===== src/rtl/smbt_pkg.sv =====
package smbt_pkg;

    typedef enum logic [1:0] {
        M_IDLE = 2'd0,
        M_RX   = 2'd1,
        M_TX   = 2'd2,
        M_SKIP = 2'd3
    } mode_e;

    localparam int BYTE_W = 8;
    localparam int WORD_W = 16;

endpackage


===== src/rtl/smbt_line_evt.sv =====
module smbt_line_evt (
    input  logic clk,
    input  logic rst_n,
    input  logic scl_i,
    input  logic sda_i,
    output logic scl_rise_o,
    output logic scl_fall_o,
    output logic start_o,
    output logic stop_o
);
    typedef struct packed {
        logic scl;
        logic sda;
    } lvl_t;

    lvl_t lvl_d, lvl_q;

    always_comb begin
        lvl_d     = lvl_q;
        lvl_d.scl = scl_i;
        lvl_d.sda = sda_i;
    end

    always_ff @(posedge clk or negedge rst_n) begin
        if (!rst_n) begin
            lvl_q <= '{scl: 1'b1, sda: 1'b1};
        end else begin
            lvl_q <= lvl_d;
        end
    end

    assign scl_rise_o = scl_i & ~lvl_q.scl;
    assign scl_fall_o = ~scl_i & lvl_q.scl;
    // SDA edges with SCL held high mark frame boundaries
    assign start_o    = scl_i & lvl_q.scl & lvl_q.sda & ~sda_i;
    assign stop_o     = scl_i & lvl_q.scl & ~lvl_q.sda & sda_i;

endmodule


===== src/rtl/smbt_addr_match.sv =====
module smbt_addr_match #(
    parameter int DIGIT_W = 3
) (
    input  logic [DIGIT_W-1:0] hi_i,
    input  logic [DIGIT_W-1:0] lo_i,
    input  logic [6:0]         addr7_i,
    output logic               match_o
);
    localparam int ADDR_W = 2 * DIGIT_W;
    localparam int PAD_W  = 7 - ADDR_W;

    logic [6:0] own_addr;

    generate
        if (PAD_W > 0) begin : g_pad
            assign own_addr = {{PAD_W{1'b0}}, hi_i, lo_i};
        end else begin : g_nopad
            assign own_addr = {hi_i, lo_i};
        end
    endgenerate

    assign match_o = (addr7_i == own_addr);

endmodule


===== src/rtl/smbt_crc8.sv =====
module smbt_crc8 #(
    parameter logic [7:0] POLY = 8'h07
) (
    input  logic [7:0] crc_i,
    input  logic [7:0] byte_i,
    output logic [7:0] crc_o
);
    always_comb begin
        logic [7:0] c;
        c = crc_i ^ byte_i;
        for (int i = 0; i < 8; i++) begin
            c = c[7] ? ((c << 1) ^ POLY) : (c << 1);
        end
        crc_o = c;
    end

endmodule


===== src/rtl/smbus_pec_target.sv =====
module smbus_pec_target
    import smbt_pkg::*;
#(
    parameter int         DIGIT_W  = 3,
    parameter logic [7:0] CRC_POLY = 8'h07,
    parameter logic [7:0] CRC_INIT = 8'h00,
    parameter int         MAX_RX   = 3
) (
    input  logic               clk,
    input  logic               rst_n,
    input  logic               scl_i,
    input  logic               sda_i,
    input  logic [DIGIT_W-1:0] addr_hi_i,
    input  logic [DIGIT_W-1:0] addr_lo_i,
    output logic               sda_oe_o,
    output logic [7:0]         reg_cmd_o,
    input  logic               reg_word_i,
    input  logic [15:0]        reg_rdata_i,
    output logic               reg_wr_o,
    output logic [15:0]        reg_wdata_o,
    output logic               pec_err_o
);
    localparam int                CNT_W   = $clog2(MAX_RX + 2);
    localparam logic [CNT_W-1:0]  CNT_MAX = CNT_W'(MAX_RX);
    localparam logic [CNT_W-1:0]  CNT_OVF = CNT_W'(MAX_RX + 1);

    typedef struct packed {
        mode_e               mode;
        logic [3:0]          bitcnt;
        logic [BYTE_W-1:0]   sr;
        logic [1:0]          idx;
        logic [CNT_W-1:0]    ndata;
        logic [BYTE_W-1:0]   b0;
        logic [BYTE_W-1:0]   b1;
        logic [BYTE_W-1:0]   cmd;
        logic [BYTE_W-1:0]   crc;
        logic                wr_sel;
        logic                tx_next;
        logic                host_ack;
        logic [1:0]          txi;
        logic [WORD_W-1:0]   rdata;
        logic [BYTE_W-1:0]   txb;
        logic [BYTE_W-1:0]   tsh;
        logic                sda_oe;
        logic                wr;
        logic [WORD_W-1:0]   wdata;
        logic                err;
    } st_t;

    st_t d, q;

    logic scl_rise, scl_fall, start_w, stop_w;
    logic addr_hit;
    logic [7:0] crc_byte, crc_upd;
    logic [CNT_W-1:0] wlen;
    logic [1:0] tlen;

    smbt_line_evt u_evt (
        .clk        (clk),
        .rst_n      (rst_n),
        .scl_i      (scl_i),
        .sda_i      (sda_i),
        .scl_rise_o (scl_rise),
        .scl_fall_o (scl_fall),
        .start_o    (start_w),
        .stop_o     (stop_w)
    );

    smbt_addr_match #(.DIGIT_W(DIGIT_W)) u_match (
        .hi_i    (addr_hi_i),
        .lo_i    (addr_lo_i),
        .addr7_i (q.sr[7:1]),
        .match_o (addr_hit)
    );

    assign crc_byte = (q.mode == M_TX) ? q.txb : q.sr;

    smbt_crc8 #(.POLY(CRC_POLY)) u_crc (
        .crc_i  (q.crc),
        .byte_i (crc_byte),
        .crc_o  (crc_upd)
    );

    assign wlen = reg_word_i ? CNT_W'(2) : CNT_W'(1);
    assign tlen = reg_word_i ? 2'd2 : 2'd1;

    always_comb begin
        logic [7:0] nb;
        logic       ok_plain, ok_pec;
        d        = q;
        d.wr     = 1'b0;
        nb       = '0;
        ok_plain = (q.ndata == wlen);
        ok_pec   = (q.ndata == wlen + CNT_W'(1)) && (q.crc == 8'h00);

        if (start_w) begin
            d.mode    = M_RX;
            d.bitcnt  = '0;
            d.idx     = '0;
            d.ndata   = '0;
            d.sda_oe  = 1'b0;
            d.wr_sel  = 1'b0;
            d.tx_next = 1'b0;
            if (q.mode == M_IDLE) d.crc = CRC_INIT;
        end else if (stop_w) begin
            if (q.mode != M_IDLE && q.wr_sel) begin
                if (ok_plain || ok_pec) begin
                    d.wr    = 1'b1;
                    d.wdata = reg_word_i ? {q.b1, q.b0} : {8'h00, q.b0};
                end else if (q.ndata > wlen) begin
                    d.err = 1'b1;
                end
            end
            d.mode   = M_IDLE;
            d.sda_oe = 1'b0;
            d.wr_sel = 1'b0;
        end else begin
            case (q.mode)
                M_RX: begin
                    if (scl_rise) begin
                        if (q.bitcnt < 4'd8) d.sr = {q.sr[6:0], sda_i};
                        if (q.bitcnt < 4'd9) d.bitcnt = q.bitcnt + 4'd1;
                    end else if (scl_fall && q.bitcnt == 4'd8) begin
                        d.crc = crc_upd;
                        case (q.idx)
                            2'd0: begin
                                if (addr_hit) begin
                                    d.sda_oe  = 1'b1;
                                    d.tx_next = q.sr[0];
                                    d.wr_sel  = ~q.sr[0];
                                    d.idx     = 2'd1;
                                end else begin
                                    d.mode = M_SKIP;
                                end
                            end
                            2'd1: begin
                                d.cmd    = q.sr;
                                d.sda_oe = 1'b1;
                                d.idx    = 2'd2;
                            end
                            default: begin
                                if (q.ndata < CNT_MAX) begin
                                    if (q.ndata == '0) d.b0 = q.sr;
                                    if (q.ndata == CNT_W'(1)) d.b1 = q.sr;
                                    d.ndata  = q.ndata + CNT_W'(1);
                                    d.sda_oe = 1'b1;
                                end else begin
                                    d.ndata = CNT_OVF;
                                    d.mode  = M_SKIP;
                                end
                            end
                        endcase
                    end else if (scl_fall && q.bitcnt == 4'd9) begin
                        d.sda_oe = 1'b0;
                        d.bitcnt = '0;
                        if (q.tx_next) begin
                            d.mode    = M_TX;
                            d.tx_next = 1'b0;
                            d.txi     = '0;
                            d.rdata   = reg_rdata_i;
                            d.txb     = reg_rdata_i[7:0];
                            d.tsh     = reg_rdata_i[7:0];
                            d.sda_oe  = ~reg_rdata_i[7];
                        end
                    end
                end
                M_TX: begin
                    if (scl_rise) begin
                        if (q.bitcnt == 4'd8) d.host_ack = ~sda_i;
                        if (q.bitcnt < 4'd9) d.bitcnt = q.bitcnt + 4'd1;
                    end else if (scl_fall) begin
                        if (q.bitcnt >= 4'd1 && q.bitcnt <= 4'd7) begin
                            d.sda_oe = ~q.tsh[6];
                            d.tsh    = {q.tsh[6:0], 1'b0};
                        end else if (q.bitcnt == 4'd8) begin
                            d.sda_oe = 1'b0;
                            if (q.txi < tlen) d.crc = crc_upd;
                            if (q.txi != 2'd3) d.txi = q.txi + 2'd1;
                        end else if (q.bitcnt == 4'd9) begin
                            d.bitcnt = '0;
                            if (q.host_ack && q.txi <= tlen) begin
                                nb       = (q.txi == tlen) ? q.crc : q.rdata[15:8];
                                d.txb    = nb;
                                d.tsh    = nb;
                                d.sda_oe = ~nb[7];
                            end else begin
                                d.mode = M_SKIP;
                            end
                        end
                    end
                end
                default: ;
            endcase
        end
    end

    always_ff @(posedge clk or negedge rst_n) begin
        if (!rst_n) begin
            q <= '{mode: M_IDLE, default: '0};
        end else begin
            q <= d;
        end
    end

    assign sda_oe_o    = q.sda_oe;
    assign reg_cmd_o   = q.cmd;
    assign reg_wr_o    = q.wr;
    assign reg_wdata_o = q.wdata;
    assign pec_err_o   = q.err;

endmodule


===== config.mk =====
export PLATFORM = sky130hd
export DESIGN_NAME = smbus_pec_target
export DESIGN_NICKNAME = d
export VERILOG_FILES = /design/src/rtl/smbt_pkg.sv /design/src/rtl/smbt_line_evt.sv /design/src/rtl/smbt_addr_match.sv /design/src/rtl/smbt_crc8.sv /design/src/rtl/smbus_pec_target.sv
export SDC_FILE = /design/constraint.sdc
export NUM_CORES = 1
export LEC_CHECK = 0
export BUFFER_PORTS_ARGS = -buffer_cell sky130_fd_sc_hd__buf_4
export CELL_PAD_IN_SITES_DETAIL_PLACEMENT = 1
export CELL_PAD_IN_SITES_GLOBAL_PLACEMENT = 1
export CORE_ASPECT_RATIO = 2
export CORE_MARGIN = 3
export CORE_UTILIZATION = 47
export DETAILED_ROUTE_END_ITERATION = 6
export PLACE_DENSITY = 0.89
export SYNTH_ARGS = -nofsm -noshare
export SYNTH_HDL_FRONTEND = slang
export SYNTH_SLANG_ARGS = --single-unit

===== constraint.sdc =====
create_clock -name clk -period 2.7 [get_ports clk]
set_input_delay 0.135 -clock clk [delete_from_list [all_inputs] [get_ports clk]]
set_output_delay 0.135 -clock clk [all_outputs]
set_load 0.005 [all_outputs]

# Yosys cells after proc, flatten, opt, wreduce, memory -nomap -nowiden
# Cells that the tools add are included.
# totals
inputBits,27
regBits,109
elab_cells,276
# op_classes
muxes,105
reduce_logical,43
bitwise_logic,30
n_addsub,4
n_lt_le_gt_ge,8
eq_ne,64
# ops
operator,count
2-to-1 mux 35 bit,8
2-to-1 mux 17 bit,7
2-to-1 mux 8 bit,14
2-to-1 mux 16 bit,4
2-to-1 mux 18 bit,3
"inequality test 4 bit, second input constant",13
2-to-1 mux 49 bit,1
2-to-1 mux 39 bit,1
2-to-1 mux 2 bit,19
2-to-1 mux 38 bit,1
2-to-1 mux 37 bit,1
2-to-1 mux 36 bit,1
2-to-1 mux 6 bit,6
2-to-1 mux 34 bit,1
one-hot mux 17 bit (2 select lines),1
2-to-1 mux 3 bit,9
AND reduction 13 bit,2
AND reduction 5 bit,5
"inequality test 6 bit, second input constant",4
NOT 3 bit,8
AND reduction 12 bit,2
AND reduction 8 bit,3
"inequality test 3 bit, second input constant",7
nonzero test 3 bit,7
other kinds (55),126

# Logic depth before layout (Yosys ltp)
# Gate-level depths: netlist of run 1.
# depth
word_depth,27
depth_mapped,10
depth_no_buf,8

# By module
# Synthesis of run 1 repeated with hierarchy kept, for this count alone.
# unflattened
hier_cells,503
area_unflattened_um2,5589.1
# modules_own_cells
mod,seq_area_each_um2,cells_per_inst,n_inst,area_each_um2
smbus_pec_target,2452.4,469,1,5218.8
smbt_crc8,0.0,20,1,212.7
smbt_line_evt,52.6,6,1,85.1
smbt_addr_match,0.0,8,1,72.6

# Least setup slack after synthesis of run 1
# Ideal clock, no wire load.
# synth_timing
kind,input port to flip-flop
startpoint,input reg_word_i
endpoint,register q[19] (netlist name)
required_ns,2.575
stages,10
path_slack_ns,0.500
arrival_time_ns,2.075
path_cell_list,clkbuf_1 > inv_1 > ha_1 > nand2_1 > o21ai_0 > nand4_1 > a21boi_0 > o31a_1 > buf_6 > mux2_4
# synth_between
elab_chain_cells,12
elab_cells_between_ends,16
# synth_rtl
element,line_no,text
"start, declared",smbus_pec_target.sv:17,"input logic reg_word_i,"
2-to-1 mux 2 bit (*),smbus_pec_target.sv:85,assign tlen = reg_word_i ? 2'd2 : 2'd1;
equality test 2 bit,smbus_pec_target.sv:182,nb = (q.txi == tlen) ? q.crc : q.rdata[15:8];
2-to-1 mux 8 bit,smbus_pec_target.sv:182,
2-to-1 mux 17 bit,smbus_pec_target.sv:181,if (q.host_ack && q.txi <= tlen) begin
2-to-1 mux 17 bit,smbus_pec_target.sv:179,end else if (q.bitcnt == 4'd9) begin
2-to-1 mux 17 bit,smbus_pec_target.sv:105,end else if (stop_w) begin
2-to-1 mux 17 bit,smbus_pec_target.sv:96,if (start_w) begin
2-to-1 mux 16 bit,smbus_pec_target.sv:175,end else if (q.bitcnt == 4'd8) begin
2-to-1 mux 9 bit,smbus_pec_target.sv:172,if (q.bitcnt >= 4'd1 && q.bitcnt <= 4'd7) begin
2-to-1 mux 17 bit,smbus_pec_target.sv:171,end else if (scl_fall) begin
2-to-1 mux 17 bit,smbus_pec_target.sv:168,if (scl_rise) begin
one-hot mux 17 bit (2 select lines),smbus_pec_target.sv:118,case (q.mode)
"end signal, assigned",smbus_pec_target.sv:199,"q <= '{mode: M_IDLE, default: '0};"
"end signal, assigned",smbus_pec_target.sv:201,q <= d;
"end, declared",smbus_pec_target.sv:50,"st_t d, q;"
# Every way passes the cells marked *; elsewhere a longest branch is shown, timed or not. The select of a mux whose other input is x is not followed.
# A chain may end at the register's enable or synchronous reset.

# Final worst setup path of run 1
# layout_timing
startpoint,register q[105] (netlist name)
endpoint,register q[58] (netlist name)
# layout_between
elab_chain_cells,16
elab_cells_between_ends,34
# layout_rtl
element,line_no,text
equality test 2 bit,"smbus_pec_target.sv:76, smbus_pec_target.sv:118",
2-to-1 mux 8 bit,smbus_pec_target.sv:76,assign crc_byte = (q.mode == M_TX) ? q.txb : q.sr;
XOR 8 bit,smbt_crc8.sv:10,c = crc_i ^ byte_i;
2-to-1 mux 3 bit / NOT 3 bit (equally long branches),--,
NOT 3 bit (no line) / 2-to-1 mux 3 bit (equally long branches),--,
2-to-1 mux 3 bit / NOT 3 bit (equally long branches),--,
NOT 3 bit (no line) / 2-to-1 mux 3 bit (equally long branches),--,
2-to-1 mux 3 bit,smbt_crc8.sv:12,c = c[7] ? ((c << 1) ^ POLY) : (c << 1);
2-to-1 mux 8 bit,smbus_pec_target.sv:177,if (q.txi < tlen) d.crc = crc_upd;
2-to-1 mux 8 bit,smbus_pec_target.sv:175,
2-to-1 mux 8 bit,smbus_pec_target.sv:172,
2-to-1 mux 8 bit,smbus_pec_target.sv:171,
2-to-1 mux 8 bit,smbus_pec_target.sv:168,
one-hot mux 8 bit (2 select lines),smbus_pec_target.sv:118,
2-to-1 mux 49 bit,smbus_pec_target.sv:105,
2-to-1 mux 10 bit,smbus_pec_target.sv:96,
# Parallel ways exist; a longest one is shown, timed or not. The select of a mux whose other input is x is not followed.

==> results of run 1 <==
cells in the final DEF (no fill, tap or decap), types with 15 or more instances in the layout:
cell type and n:
sky130_fd_sc_hd__mux2_1 20, sky130_fd_sc_hd__dfrtp_1 98, sky130_fd_sc_hd__nand3_1 20, sky130_fd_sc_hd__nand2_1 82, sky130_fd_sc_hd__buf_4 74, sky130_fd_sc_hd__mux2i_1 15
sky130_fd_sc_hd__o21ai_0 21, sky130_fd_sc_hd__mux2_2 37, sky130_fd_sc_hd__xnor2_1 15, sky130_fd_sc_hd__ha_1 18, sky130_fd_sc_hd__inv_1 16
kinds of logic (layout without fill, tap and decap cells):
group,count (synthesis),in the layout
compound gates,78,78
xor+xnor,28,28
fa+ha+maj,18,18
buf+inv,61,114
flops,100,100
mux,79,79
simple gates,164,164
through the flow:
step                total power (W)  setup slack (ns)
finish                     0.005497            0.1703
floorplan                  0.003500            0.4996
detailed placement         0.004147            0.2400
global placement           0.004005            0.3327
global route               0.005799           0.06098
CTS                        0.005509            0.1643
power by group:
| part | switching [W] | total (W) | internal [W] |
|---|---|---|---|
| clock network | 0.000606 | 0.00134 | 0.000736 |
| registers | 0.000227 | 0.00190 | 0.00167 |
| logic | 0.00127 | 0.00225 | 0.000987 |
| total | 0.00210 | 0.00550 | 0.00340 |
worst max-delay path, delay by kind of cell (launching register included):
family                   cells  cell delay, ns
XOR/XNOR                     4            1.02
adder cells (fa/ha/maj)      1            0.43
flip-flops                   1            0.41
multiplexers                 1            0.29
buffers and inverters        1            0.12
AO/OA/AOI/OAI                1            0.12
metal layers:
metal / GRT usage, % / share of wire, % / vias up
met5: 0 / 0 / -
met2: 46.45 / 57 / 107
met4: 11.61 / 4.6 / 0
met1: 23.50 / 35 / 2130
met3: 3.799 / 2.8 / 51
li1: - / - / 1925
sequential cells by signal, summed over array words and instances, names as in the netlist:
| name | cells |
|---|---|
| reg_cmd_o | 8 |
| sda_oe_o | 1 |
| reg_wr_o | 1 |
| u_evt.lvl_q | 2 |
| reg_wdata_o | 16 |
| pec_err_o | 1 |
| q | 71 |
layout make-up:
class                      count  area, sq um  share of cell area [%]
sequential                   100         2505                   39.01
multi-input combinational    367         2751                   42.85
timing repair buffer          80        615.6                   9.587
tap                          142        177.7                   2.767
clock buffer                  10        229.0                   3.566
clock inverter                 6        75.07                   1.169
inverter                      18        67.56                   1.052
path summary, 6_finish.rpt:
path,slack (ns),depth (start not counted),endpoint
hold / removal,0.003,2,q[45]$_DFFE_PN0P_
setup / recovery,0.17,8,q[58]$_DFFE_PN0P_
hold reg to reg,0.48,2,reg_wdata_o[12]$_DFFE_PN0P_
setup reg to reg,0.17,8,q[58]$_DFFE_PN0P_
max in group asynchronous,1.45,3,q[20]$_DFFE_PN0P_
min in group asynchronous,0.41,2,reg_wdata_o[1]$_DFFE_PN0P_
==> tab_implementation.tex, run 1 <==
\begin{tabular}{lr}
\hline
Metric & Value \\
\hline
\multicolumn{2}{l}{\textbf{Timing}} \\
\quad Worst Max-Slew Pin Slew & 0.8120 ns \\
\quad Relative max-transition margin & 45.87\% \\
\quad Tcrit/Tclk final & a little over nine tenths \\
\quad Max-slew violation total from the final report & 0 \\
\quad Setup repair after global routing missed its margin & false \\
\quad Count of final hold-check violations & 0 \\
\quad Fin Setup TNS & 0 ns \\
\quad Crit path time final & 2.530 ns \\
\quad Maximum operating frequency & 395.3 MHz \\
\quad Clock Skew & 0.009421 ns \\
\quad Setup Viol. Count Final & 0 \\
\quad Final hold slack & $\sim$0.0033 ns \\
\multicolumn{2}{l}{\textbf{Critical path}} \\
\quad Slowest Stage Delay on Critical Path & approximately 0.43 ns \\
\quad Critical Path, Cell by Cell & inv\_1 > ha\_1 > mux2i\_1 > xnor2\_1 > xor2\_1 > xor2\_1 > xor2\_1 > o21ai\_1 \\
\quad Data arrival time of the worst path & 2.75 ns \\
\quad Most repeated library cell on the critical path & sky130\_fd\_sc\_hd\_\_xor2\_1 \\
\quad Critical Path Fanout Max & 8 \\
\quad Category of the most critical setup path & flip-flop to flip-flop \\
\quad Required @ worst endpoint & 2.92 ns \\
\quad Startpoint of the worst-slack reg-to-reg timing path & q[105]\$\_DFFE\_PN0P\_ \\
\quad Slowest cell on crit path & sky130\_fd\_sc\_hd\_\_ha\_1 \\
\quad Crit. Startpoint & q[105]\$\_DFFE\_PN0P\_ \\
\quad Capturing element type of the critical path & flip-flop \\
\quad Startpoint type of the worst setup path & flip-flop \\
\multicolumn{2}{l}{\textbf{GRT}} \\
\quad Global-route wire length before repair & 24840 um \\
\quad Grt ovf & 0 \\
\quad Via count of the first global-routing pass & between 4000 and 5000 \\
\quad Maximum number of pins on one net before global-route repair & 63 \\
\quad All-layer global routing usage & 23.74\% \\
\quad Number of antenna violations at the first check in global routing & 0 \\
\multicolumn{2}{l}{\textbf{Synth}} \\
\quad Leading post-synthesis cells by cell area & sky130\_fd\_sc\_hd\_\_dfrtp\_1 (44\%), sky130\_fd\_sc\_hd\_\_mux2\_2 (7.4\%), sky130\_fd\_sc\_hd\_\_nand2\_1 (5.5\%), sky130\_fd\_sc\_hd\_\_ha\_1 (4.0\%), sky130\_fd\_sc\_hd\_\_mux2\_1 (4.0\%) \\
\quad Most common cell in the synthesized netlist & sky130\_fd\_sc\_hd\_\_dfrtp\_1 \\
\quad Total number of yosys warnings & 0 \\
\quad Multiplexer fraction of the synthesized cell area & roughly 16\% \\
\quad Yosys reg bits & 100 \\
\quad Area share of the leading cell type in the synthesized netlist & 43.74\% \\
\quad Post-synthesis async set-or-reset flop share & 100.0\% \\
\quad Simple-gate area share of the yosys netlist & 15.29\% \\
\quad Netlist area before placement & around 5600 sq um \\
\quad Top cell types by occurrence after synthesis & sky130\_fd\_sc\_hd\_\_dfrtp\_1 (98), sky130\_fd\_sc\_hd\_\_nand2\_1 (82), sky130\_fd\_sc\_hd\_\_mux2\_2 (37), sky130\_fd\_sc\_hd\_\_buf\_4 (26), sky130\_fd\_sc\_hd\_\_o21ai\_0 (21) \\
\quad Cells after synthesis & 528 \\
\quad Post-synthesis share of cell area spent on full adders, half adders and majority gates & 4.017\% \\
\quad Net count after synthesis & between 500 and 600 \\
\quad Mean area per synthesized cell & $\sim$11 sq um \\
\quad Largest family of logic cells by synthesized area & multiplexers \\
\quad Count of flip-flops with a built-in enable after synthesis & 0 \\
\quad Dominant synthesized flop cell & sky130\_fd\_sc\_hd\_\_dfrtp\_1 \\
\quad Synthesized-area fraction occupied by xor and xnor cells & about 4.5\% \\
\quad Sequential cell area fraction in the yosys report & $\sim$45\% \\
\quad Count of unique library cells instantiated by Yosys & between 60 and 70 \\
\quad Cell accounting for the most synthesized area & sky130\_fd\_sc\_hd\_\_dfrtp\_1 \\
\quad Complex-gate fraction of the synthesized area & 9.261\% \\
\multicolumn{2}{l}{\textbf{Final layout}} \\
\quad FILL cells & 1252 \\
\quad Post-synthesis to final-layout area growth & 14.53\% \\
\quad Antenna cell count & 0 \\
\quad Final design instance area without fill & around 6400 sq um \\
\quad Post-layout utilization of the core & between 50\% and 60\% \\
\quad Number of nets in the final layout & 621 \\
\quad Non-filler instance count after layout & 723 \\
\quad Proportion of layout cells with a drive suffix above 1 & between 20\% and 30\% \\
\multicolumn{2}{l}{\textbf{Power and ir drop}} \\
\quad Worst-case vdd ir drop & 0.4667 mV \\
\quad Standby leakage power & $\sim$3.1 nW \\
\quad Total power density per cell area & approximately 860 nW/um\^{}2 \\
\multicolumn{2}{l}{\textbf{Place}} \\
\quad Post-Place Cells & $\sim$700 \\
\quad Gp weighted congestion & approximately 0.93 \\
\quad Number of buffer cells added on primary ports & 53 \\
\quad Dpl cell area & just over 6000 sq um \\
\quad Estimated wirelength of the detail-placed design & approximately 12000 um \\
\multicolumn{2}{l}{\textbf{Min path}} \\
\quad Worst hold start & reg\_rdata\_i[10] \\
\quad Worst min-delay path class & primary input to flip-flop \\
\multicolumn{2}{l}{\textbf{Floorplanning}} \\
\quad I/O pin cnt & 54 \\
\quad Initial Util & around half \\
\quad Horizontal extent of the die & 83.23 um \\
\quad Die Y & 160.5 um \\
\quad Std-Cell Rows & 55 \\
\quad Total core area & 11490 sq um \\
\quad Die outline area & 13360 sq um \\
\multicolumn{2}{l}{\textbf{Clock tree}} \\
\quad CTS root buffer & sky130\_fd\_sc\_hd\_\_clkbuf\_16 \\
\quad H-tree levels & 3 \\
\quad CTS tree & built \\
\quad Clock input transition at the sequential cells of the worst setup and hold paths & roughly 0.070 ns \\
\quad Count of clock tree sinks & 100 \\
\quad Number of buffers created by CTS & 9 \\
\quad \# resized after CTS & 0 \\
\quad CTS hold repair buffers & 5 \\
\quad Largest buffer count on any clock path & 2 \\
\quad Setup Fix Bufs, Post-CTS & 0 \\
\quad Latest clock arrival within the worst-skew pair & about 0.35 ns \\
\multicolumn{2}{l}{\textbf{Drt}} \\
\quad Vias post-DR & $\sim$4200 \\
\quad Routed wire length & around 15000 um \\
\quad Count of unresolved DRC violations after routing & 0 \\
\quad Vias per std cell & 5.827 \\
\quad Drt initial violations & 202 \\
\quad Post-route antenna net violation count & 0 \\
\quad First-pass detailed-route iteration total & 4 \\
\quad Routed len/inst & approximately 21 um \\
\multicolumn{2}{l}{\textbf{Run status}} \\
\quad Status & finished, final reports clean \\
\multicolumn{2}{l}{\textbf{Job}} \\
\quad Max-cap viol count & 0 \\
\hline
\end{tabular}
Power figures use the tool's default switching activity.
==> run 2: changes to the inputs <==
--- a/config.mk
+++ b/config.mk
@@ -13,6 +13,7 @@
 export CORE_UTILIZATION = 47
 export DETAILED_ROUTE_END_ITERATION = 6
 export PLACE_DENSITY = 0.89
+export SETUP_SLACK_MARGIN = 0.2
 export SYNTH_ARGS = -nofsm -noshare
 export SYNTH_HDL_FRONTEND = slang
 export SYNTH_SLANG_ARGS = --single-unit
==> run 2 against run 1 <==
Count of clock-buffer cells in the layout stayed put. Die area stayed put. Non-clock buffer count is 1 higher. Total power is 0.71% higher. Worst setup slack better by 0.085 ns. Critical endpoint is now q[84]$_DFFE_PN0P_. Largest cell class unchanged. Highest routed layer unchanged. Combinational power is 2% higher.
==> tab_implementation.tex, run 2 (synthesis results as in run 1) <==
\begin{tabular}{lr}
\hline
Metric & Value \\
\hline
\multicolumn{2}{l}{\textbf{Timing}} \\
\quad Maximum operating frequency & 409.1 MHz (+3.5\%) \\
\quad Crit path setup slack, layout & 0.2556 ns (+0.08529 ns) \\
\quad Crit path time final & 2.444 ns (-0.08529 ns) \\
\quad Clock Skew & 0.008909 ns (-0.0005129 ns) \\
\quad Setup repair after global routing missed its margin & true \\
\quad Tcrit/Tclk final & 90.53\% (-3.2 points) \\
\quad Count of final hold-check violations & 0 (unchanged) \\
\quad Worst Max-Slew Pin Slew & 0.8097 ns (-0.002324 ns) \\
\quad Final hold slack & 0.004625 ns (+0.001294 ns) \\
\quad Fin Setup TNS & 0 ns (unchanged) \\
\quad Relative max-transition margin & 46.02\% (+0.15 points) \\
\quad Max-slew violation total from the final report & 0 (unchanged) \\
\quad Setup Viol. Count Final & 0 (unchanged) \\
\multicolumn{2}{l}{\textbf{Critical path}} \\
\quad Data arrival time of the worst path & 2.67 ns (-0.08 ns) \\
\quad Length in cells of the worst reg-to-reg path & 7 (-1) \\
\quad Critical Path, Cell by Cell & inv\_1 > ha\_1 > a21oi\_2 > nand2\_1 > nor2\_1 > nand2\_1 > mux2\_2 \\
\quad Required @ worst endpoint & 2.93 ns (about the same) \\
\quad Buf/Inv on CP & 1 (unchanged) \\
\quad Worst setup slack for register-to-register paths & 0.26 ns (+0.09 ns) \\
\quad Critical Path Fanout Max & 13 (+5) \\
\quad Startpoint of the worst-slack reg-to-reg timing path & u\_evt.lvl\_q[1]\$\_DFF\_PN1\_ \\
\quad Capturing point of the worst reg2reg path & q[84]\$\_DFFE\_PN0P\_ \\
\quad Slowest cell on crit path & sky130\_fd\_sc\_hd\_\_dfstp\_2 \\
\quad Startpoint type of the worst setup path & flip-flop \\
\quad Cell family with most CP delay & simple AND/OR/NAND/NOR gates \\
\quad Capturing element type of the critical path & flip-flop \\
\quad Category of the most critical setup path & flip-flop to flip-flop \\
\quad Slowest Stage Delay on Critical Path & 0.56 ns (+0.13 ns) \\
\quad Most repeated library cell on the critical path & sky130\_fd\_sc\_hd\_\_nand2\_1 \\
\multicolumn{2}{l}{\textbf{Clock tree}} \\
\quad Number of buffers created by CTS & 9 (unchanged) \\
\quad Clock input transition at the sequential cells of the worst setup and hold paths & 0.07 ns (about the same) \\
\quad Latest clock arrival within the worst-skew pair & 0.35 ns (about the same) \\
\quad CTS tree & built \\
\quad Largest buffer count on any clock path & 2 (unchanged) \\
\quad CTS root buffer & sky130\_fd\_sc\_hd\_\_clkbuf\_16 \\
\quad Count of clock tree sinks & 100 (unchanged) \\
\quad H-tree levels & 3 (unchanged) \\
\multicolumn{2}{l}{\textbf{GRT}} \\
\quad All-layer global routing usage & 23.74\% (unchanged) \\
\quad Via count of the first global-routing pass & 4762 (unchanged) \\
\quad Most crowded layer after global routing & met2 \\
\quad Routing usage on met3 & 3.799\% (unchanged) \\
\quad Global-route wire length before repair & 24840 um (unchanged) \\
\quad Maximum number of pins on one net before global-route repair & 63 (unchanged) \\
\quad Met2 usage in global routing & 46.45\% (unchanged) \\
\quad Grt ovf & 0 (unchanged) \\
\quad M1 GR Usage & 23.50\% (unchanged) \\
\quad Number of antenna violations at the first check in global routing & 0 (unchanged) \\
\multicolumn{2}{l}{\textbf{Floorplanning}} \\
\quad Horizontal extent of the die & 83.23 um (unchanged) \\
\quad Initial Util & 48.79\% (unchanged) \\
\quad I/O pin cnt & 54 (unchanged) \\
\quad Die outline area & 13360 sq um (unchanged) \\
\quad Std-Cell Rows & 55 (unchanged) \\
\quad Die Y & 160.5 um (unchanged) \\
\quad Total core area & 11490 sq um (unchanged) \\
\multicolumn{2}{l}{\textbf{Power and ir drop}} \\
\quad Worst-case vdd ir drop & 0.4714 mV (+1.0\%) \\
\quad Standby leakage power & 3.134 nW (about the same) \\
\quad Share of total power in combinational logic & 41.3\% (+0.3 points) \\
\quad Design internal power & 0.003410 W (+0.38\%) \\
\quad Switch share & 38.41\% (+0.20 points) \\
\quad Total power density per cell area & 859.2 nW/um\^{}2 (+0.36\%) \\
\quad Part of the total power dissipated in sequential elements & 34.4\% (-0.2 points) \\
\quad Part of the total power dissipated in the clock network & 24.3\% (about the same) \\
\quad Sw power & 0.002126 W (+1.2\%) \\
\multicolumn{2}{l}{\textbf{Drt}} \\
\quad Drt initial violations & 213 (+5.4\%) \\
\quad Routed len/inst & 21.79 um (+2.1\%) \\
\quad Vias per std cell & 5.856 (+0.50\%) \\
\quad Count of unresolved DRC violations after routing & 0 (unchanged) \\
\quad Routed wire length & 15780 um (+2.2\%) \\
\quad Vias post-DR & 4240 (+0.64\%) \\
\quad Post-route antenna net violation count & 0 (unchanged) \\
\quad First-pass detailed-route iteration total & 4 (unchanged) \\
\multicolumn{2}{l}{\textbf{Final layout}} \\
\quad Post-layout utilization of the core & 56.07\% (+0.20 points) \\
\quad Non-filler instance count after layout & 724 (+0.14\%) \\
\quad Post-synthesis to final-layout area growth & 14.93\% \\
\quad Proportion of layout cells with a drive suffix above 1 & 27.32\% (+1.2 points) \\
\quad Largest Register & q \\
\quad Flip-flop count of the largest register, all copies and words added & 71 (unchanged) \\
\quad Antenna cell count & 0 (unchanged) \\
\quad Most frequent cells in the layout & sky130\_fd\_sc\_hd\_\_dfrtp\_1 (98), sky130\_fd\_sc\_hd\_\_nand2\_1 (82), sky130\_fd\_sc\_hd\_\_buf\_4 (75) \\
\quad Most frequent standard cell in the layout excluding fill and tap cells & sky130\_fd\_sc\_hd\_\_dfrtp\_1 \\
\quad FILL cells & 1244 (-0.64\%) \\
\quad Number of nets in the final layout & 622 (+0.16\%) \\
\multicolumn{2}{l}{\textbf{Place}} \\
\quad Estimated wirelength of the detail-placed design & 11940 um (unchanged) \\
\quad Gp weighted congestion & 0.9322 (unchanged) \\
\quad Post-Place Cells & 701 (unchanged) \\
\quad Number of buffer cells added on primary ports & 53 (unchanged) \\
\quad Worst setup slack after placement & 0.2400 ns (unchanged) \\
\multicolumn{2}{l}{\textbf{Min path}} \\
\quad Hold Path Depth & 2 (unchanged) \\
\quad Worst min-delay path class & primary input to flip-flop \\
\quad Worst-case hold path end point & q[45]\$\_DFFE\_PN0P\_ \\
\quad Worst hold start & reg\_rdata\_i[10] \\
\multicolumn{2}{l}{\textbf{Job}} \\
\quad Max-cap viol count & 0 (unchanged) \\
\multicolumn{2}{l}{\textbf{Run status}} \\
\quad Status & finished, final reports clean \\
\hline
\end{tabular}
## run 2: cell types whose count changed in the layout (fill, tap and decap cells not counted), sizes merged
cell and change:
buf +1
## run 2: repair_timing
item / in CTS / in global routing
resized for setup: 1 / 5
endpoints found under the setup margin: 2 / 39
endpoints found under the hold margin: 63 / 1
hold buffers: 5 / 1
pin swaps: 0 / 1
setup buffers: 0 / 1
## run 2: cell type report
class	count	area, sq um	share of cell area [%]
Multi-Input combinational cell	367	2766	42.93
Sequential cell	100	2505	38.87
Timing Repair Buffer	81	623.1	9.670
Clock buffer	10	229.0	3.553
Tap cell	142	177.7	2.757
Clock inverter	6	75.07	1.165
Inverter	18	67.56	1.049
## run 2: through the flow
stage,cell area [sq um],total power (W)
3_5_place_dp,6057,0.004147
5_1_grt,6444,0.005825
3_3_place_gp,6057,0.004005
4_1_cts,6414,0.005512
2_1_floorplan,5607,0.003500
6_report,6444,0.005536
## run 2: worst max-delay path by stage
| stage | to | depth (start not counted) | from |
|---|---|---|---|
| 2_1_floorplan | q[19]$_DFFE_PN0P_ | 10 | reg_word_i |
| 3_5_place_dp | q[56]$_DFFE_PN0P_ | 8 | q[105]$_DFFE_PN0P_ |
| 3_3_place_gp | q[23]$_DFFE_PN0P_ | 7 | u_evt.lvl_q[1]$_DFF_PN1_ |
| 6_report | q[84]$_DFFE_PN0P_ | 7 | u_evt.lvl_q[1]$_DFF_PN1_ |
| 4_1_cts | q[104]$_DFFE_PN0P_ | 8 | q[106]$_DFFE_PN0P_ |
| 5_1_grt | q[86]$_DFFE_PN0P_ | 7 | u_evt.lvl_q[1]$_DFF_PN1_ |
## run 2: power groups by stage
stage               clock network (W)  logic (W)  registers [W]
floorplan                           0    0.00167        0.00183
global placement                    0    0.00210        0.00190
detailed placement                  0    0.00222        0.00193
CTS                           0.00135    0.00226        0.00190
global route                  0.00143    0.00247        0.00193
finish                        0.00135    0.00229        0.00190
## run 2: metal layers
layer / wire (um) / share of wire (%)
met5: 0 / 0
met1: 5570 / 35
met3: 476 / 3.0
met2: 9056 / 57
met4: 673 / 4.3
==> run 3: changes to the inputs <==
--- a/config.mk
+++ b/config.mk
@@ -5,12 +5,13 @@
 export SDC_FILE = /design/constraint.sdc
 export NUM_CORES = 1
 export LEC_CHECK = 0
+export ABC_AREA = 1
 export BUFFER_PORTS_ARGS = -buffer_cell sky130_fd_sc_hd__buf_4
 export CELL_PAD_IN_SITES_DETAIL_PLACEMENT = 1
 export CELL_PAD_IN_SITES_GLOBAL_PLACEMENT = 1
 export CORE_ASPECT_RATIO = 2
 export CORE_MARGIN = 3
-export CORE_UTILIZATION = 47
+export CORE_UTILIZATION = 44
 export DETAILED_ROUTE_END_ITERATION = 6
 export PLACE_DENSITY = 0.89
 export SETUP_SLACK_MARGIN = 0.2
==> run 3 against run 2 <==
Total power up 7.0%. Worst setup slack improved by 0.14 ns. Cell area is 4.2% higher. Synthesized area up 6.8%. Non-clock buffer count decreased by 6. Cell count up 35%. Sequential power barely moved. Hold slack improved by 0.026 ns. Sequential share of layout area shrank 1.6 points. Flip-flop and latch count unchanged. Clock power decreased by 9.6%. Utilization down 5.0 points. Largest power group unchanged.
==> tab_implementation.tex, run 3 <==
\begin{tabular}{lr}
\hline
Metric & Value \\
\hline
\multicolumn{2}{l}{\textbf{Run status}} \\
\quad Status & finished, final reports clean \\
\multicolumn{2}{l}{\textbf{Critical path}} \\
\quad Capturing element type of the critical path & flip-flop \\
\quad Critical Path, Cell by Cell & dlygate4sd3\_1 > buf\_4 > ha\_1 > nand3\_4 > nand2\_4 > inv\_2 > o211ai\_1 > nor2\_2 > buf\_4 > nand2\_4 > nand2\_1 > o21ai\_2 \\
\quad Endpoint of the most critical setup path & q[31]\$\_DFFE\_PN0P\_ \\
\quad Critical Path Fanout Max & 14 (+1) \\
\quad Data arrival time of the worst path & 2.53 ns (-0.14 ns) \\
\quad Required @ worst endpoint & 2.93 ns (about the same) \\
\quad Startpoint type of the worst setup path & primary input \\
\quad Number of gates on the worst path with buffers counted & 12 (+5) \\
\quad Category of the most critical setup path & primary input to flip-flop \\
\quad Worst setup slack for register-to-register paths & 0.42 ns (+0.16 ns) \\
\quad Length in cells of the worst reg-to-reg path & 10 (+3) \\
\quad Slowest Stage Delay on Critical Path & 0.53 ns (-0.03 ns) \\
\quad Startpoint of the worst-slack reg-to-reg timing path & u\_evt.lvl\_q[1]\$\_DFF\_PN1\_ \\
\quad Capturing point of the worst reg2reg path & q[31]\$\_DFFE\_PN0P\_ \\
\quad Slowest cell on crit path & sky130\_fd\_sc\_hd\_\_dlygate4sd3\_1 \\
\quad Cell family with most CP delay & buffers and inverters \\
\quad Crit. Startpoint & scl\_i \\
\quad Buf/Inv on CP & 4 (+3) \\
\multicolumn{2}{l}{\textbf{Final layout}} \\
\quad Post-layout utilization of the core & 51.10\% (-5.0 points) \\
\quad Post-synthesis to final-layout area growth & 12.19\% \\
\quad Number of nets in the final layout & 868 (+40\%) \\
\quad Largest Register & q \\
\quad FF/Latch Area & 2505 sq um (unchanged) \\
\quad Most frequent standard cell in the layout excluding fill and tap cells & sky130\_fd\_sc\_hd\_\_nand2\_1 \\
\quad FILL cells & 1686 (+36\%) \\
\quad Most frequent cells in the layout & sky130\_fd\_sc\_hd\_\_nand2\_1 (267), sky130\_fd\_sc\_hd\_\_dfrtp\_1 (98), sky130\_fd\_sc\_hd\_\_buf\_4 (71) \\
\quad Antenna cell count & 0 (unchanged) \\
\quad Area taken by multi-input logic gates & 2902 sq um (+4.9\%) \\
\quad Proportion of layout cells with a drive suffix above 1 & 16.34\% (-11 points) \\
\quad Flip-flop count of the largest register, all copies and words added & 71 (unchanged) \\
\multicolumn{2}{l}{\textbf{Drt}} \\
\quad Count of unresolved DRC violations after routing & 0 (unchanged) \\
\quad Vias post-DR & 5296 (+25\%) \\
\quad Routed len/inst & 17.80 um (-18\%) \\
\quad Routed wire length & 17400 um (+10\%) \\
\quad First-pass detailed-route iteration total & 5 (+1) \\
\quad Vias per std cell & 5.415 (-7.5\%) \\
\quad Drt initial violations & 227 (+6.6\%) \\
\quad Post-route antenna net violation count & 0 (unchanged) \\
\multicolumn{2}{l}{\textbf{Min path}} \\
\quad Worst min-delay path class & primary input to flip-flop \\
\multicolumn{2}{l}{\textbf{Synth}} \\
\quad Net count after synthesis & 829 (+45\%) \\
\quad Post-synthesis async set-or-reset flop share & 100.0\% (unchanged) \\
\quad Area share of the leading cell type in the synthesized netlist & 40.97\% (-2.8 points) \\
\quad Netlist area before placement & 5986 sq um (+6.8\%) \\
\quad Sequential cell area fraction in the yosys report & 41.85\% (-2.8 points) \\
\quad Cells after synthesis & 784 (+48\%) \\
\quad Mean area per synthesized cell & 7.635 sq um (-28\%) \\
\quad Cell accounting for the most synthesized area & sky130\_fd\_sc\_hd\_\_dfrtp\_1 \\
\quad Top cell types by occurrence after synthesis & sky130\_fd\_sc\_hd\_\_nand2\_1 (267), sky130\_fd\_sc\_hd\_\_dfrtp\_1 (98), sky130\_fd\_sc\_hd\_\_inv\_1 (63), sky130\_fd\_sc\_hd\_\_o21ai\_0 (58), sky130\_fd\_sc\_hd\_\_nand3\_1 (57) \\
\quad Yosys reg bits & 100 (unchanged) \\
\quad Leading post-synthesis cells by cell area & sky130\_fd\_sc\_hd\_\_dfrtp\_1 (41\%), sky130\_fd\_sc\_hd\_\_nand2\_1 (17\%), sky130\_fd\_sc\_hd\_\_o21ai\_0 (4.8\%), sky130\_fd\_sc\_hd\_\_nand3\_1 (4.8\%), sky130\_fd\_sc\_hd\_\_inv\_1 (4.0\%) \\
\quad Count of flip-flops with a built-in enable after synthesis & 0 (unchanged) \\
\quad Most common cell in the synthesized netlist & sky130\_fd\_sc\_hd\_\_nand2\_1 \\
\quad Total number of yosys warnings & 0 (unchanged) \\
\quad Dominant synthesized flop cell & sky130\_fd\_sc\_hd\_\_dfrtp\_1 \\
\quad Count of unique library cells instantiated by Yosys & 39 (-42\%) \\
\multicolumn{2}{l}{\textbf{GRT}} \\
\quad M1 GR Usage & 23.74\% (+0.23 points) \\
\quad Global-route wire length before repair & 27740 um (+12\%) \\
\quad Grt ovf & 0 (unchanged) \\
\quad Maximum number of pins on one net before global-route repair & 101 (+60\%) \\
\quad Routing usage on met3 & 2.892\% (-0.91 points) \\
\quad Number of antenna violations at the first check in global routing & 0 (unchanged) \\
\quad All-layer global routing usage & 24.05\% (+0.31 points) \\
\quad Most crowded layer after global routing & met2 \\
\quad Via count of the first global-routing pass & 5665 (+19\%) \\
\quad Met2 usage in global routing & 46.07\% (-0.38 points) \\
\multicolumn{2}{l}{\textbf{Place}} \\
\quad Number of buffer cells added on primary ports & 53 (unchanged) \\
\quad Estimated wirelength of the detail-placed design & 13560 um (+14\%) \\
\quad Gp weighted congestion & 0.9476 (+1.7\%) \\
\multicolumn{2}{l}{\textbf{Timing}} \\
\quad Setup Viol. Count Final & 0 (unchanged) \\
\quad Maximum operating frequency & 434.5 MHz (+6.2\%) \\
\quad Worst Max-Slew Pin Slew & 0.5552 ns (-0.2545 ns) \\
\quad Clock Skew & 0.009178 ns (+0.0002695 ns) \\
\quad Tcrit/Tclk final & 85.25\% (-5.3 points) \\
\quad Setup repair after global routing missed its margin & false \\
\quad Fin Setup TNS & 0 ns (unchanged) \\
\quad Count of final hold-check violations & 0 (unchanged) \\
\quad Max-slew violation total from the final report & 0 (unchanged) \\
\quad Relative max-transition margin & 62.64\% (+17 points) \\
\quad Crit path time final & 2.302 ns (-0.1427 ns) \\
\multicolumn{2}{l}{\textbf{Clock tree}} \\
\quad Latest clock arrival within the worst-skew pair & 0.35 ns (about the same) \\
\quad H-tree levels & 3 (unchanged) \\
\quad Clock input transition at the sequential cells of the worst setup and hold paths & 0.07 ns (about the same) \\
\quad Largest buffer count on any clock path & 2 (unchanged) \\
\quad CTS tree & built \\
\quad CTS root buffer & sky130\_fd\_sc\_hd\_\_clkbuf\_16 \\
\quad Number of buffers created by CTS & 9 (unchanged) \\
\quad Count of clock tree sinks & 100 (unchanged) \\
\multicolumn{2}{l}{\textbf{Floorplanning}} \\
\quad Horizontal extent of the die & 88.48 um (+6.3\%) \\
\quad Std-Cell Rows & 59 (+7.3\%) \\
\quad Die Y & 171.0 um (+6.5\%) \\
\quad Initial Util & 45.55\% (-3.2 points) \\
\quad Die outline area & 15120 sq um (+13\%) \\
\quad Total core area & 13140 sq um (+14\%) \\
\quad I/O pin cnt & 54 (unchanged) \\
\multicolumn{2}{l}{\textbf{Power and ir drop}} \\
\quad Standby leakage power & 3.421 nW (+9.2\%) \\
\quad Total power density per cell area & 882.0 nW/um\^{}2 (+2.7\%) \\
\quad Power, Total & 0.005923 W (+7.0\%) \\
\quad Worst-case vdd ir drop & 0.3918 mV (-17\%) \\
\multicolumn{2}{l}{\textbf{Job}} \\
\quad Max-cap viol count & 0 (unchanged) \\
\hline
\end{tabular}
[run 3: timing repair]
action / in CTS / in global routing
hold endpoints to repair: 100 / 0
hold buffers: 3 / 0
buffers inserted: 0 / 6
gates resized for setup: 0 / 3
setup endpoints to repair: 0 / 18
[run 3: kinds of logic after synthesis]
group	Yosys count	synth area share (%)
buffers and inverters	116	9.887
XOR/XNOR	14	2.049
flip-flops	100	41.85
adder cells (fa/ha/maj)	18	3.763
AND/OR/NAND/NOR	414	31.15
AO/OA/AOI/OAI	122	11.31
[run 3: metrics by stage]
step	hold WS, ns	area [sq um]	worst slack (ns)	std cells
after global routing	0.04023	6715	0.2125	978
after CTS	0.01865	6654	0.2429	972
after floorplan	-0.1606	5986	0.7872	784
after detailed placement	0.2403	6351	0.2901	955
final	0.03031	6715	0.3983	978
after global placement	0.2350	6351	0.3610	955
[run 3: routing by layer]
layer / share of wire [%] / wire length, um
met1: 37 / 6355
met2: 57 / 9838
met3: 2.5 / 441
met4: 4.4 / 768
met5: 0 / 0
[run 3: final cells by class]
cell class,count,area share (%)
Clock inverter,4,0.5031
Multi-Input combinational cell,568,43.21
Clock buffer,10,3.559
Sequential cell,100,37.30
Tap cell,152,2.832
Timing Repair Buffer,75,8.683
Inverter,69,3.913
[run 3: tightest hold or removal path: cells and delay by family]
kind	cells	cell delay, ns
compound gates	1	0.06
buf+inv	2	0.15
[run 3: how the worst min path moves through the flow]
stage	from	end	depth (start not counted)
after floorplan	rst_n	pec_err_o$_DFFE_PN0P_	0
after global placement	rst_n	reg_cmd_o[0]$_DFFE_PN0P_	2
after detailed placement	rst_n	reg_cmd_o[0]$_DFFE_PN0P_	2
after CTS	reg_rdata_i[10]	q[45]$_DFFE_PN0P_	3
after global routing	reg_rdata_i[10]	q[45]$_DFFE_PN0P_	3
final	reg_rdata_i[10]	q[45]$_DFFE_PN0P_	3
[run 3: power by group]
| part | leakage, nW | internal, W | switching [W] |
|---|---|---|---|
| Sequential | 1.34 | 0.00171 | 0.000206 |
| Combinational | 1.95 | 0.000896 | 0.00189 |
| Clock | 0.131 | 0.000649 | 0.000576 |
| Total | 3.42 | 0.00325 | 0.00267 |
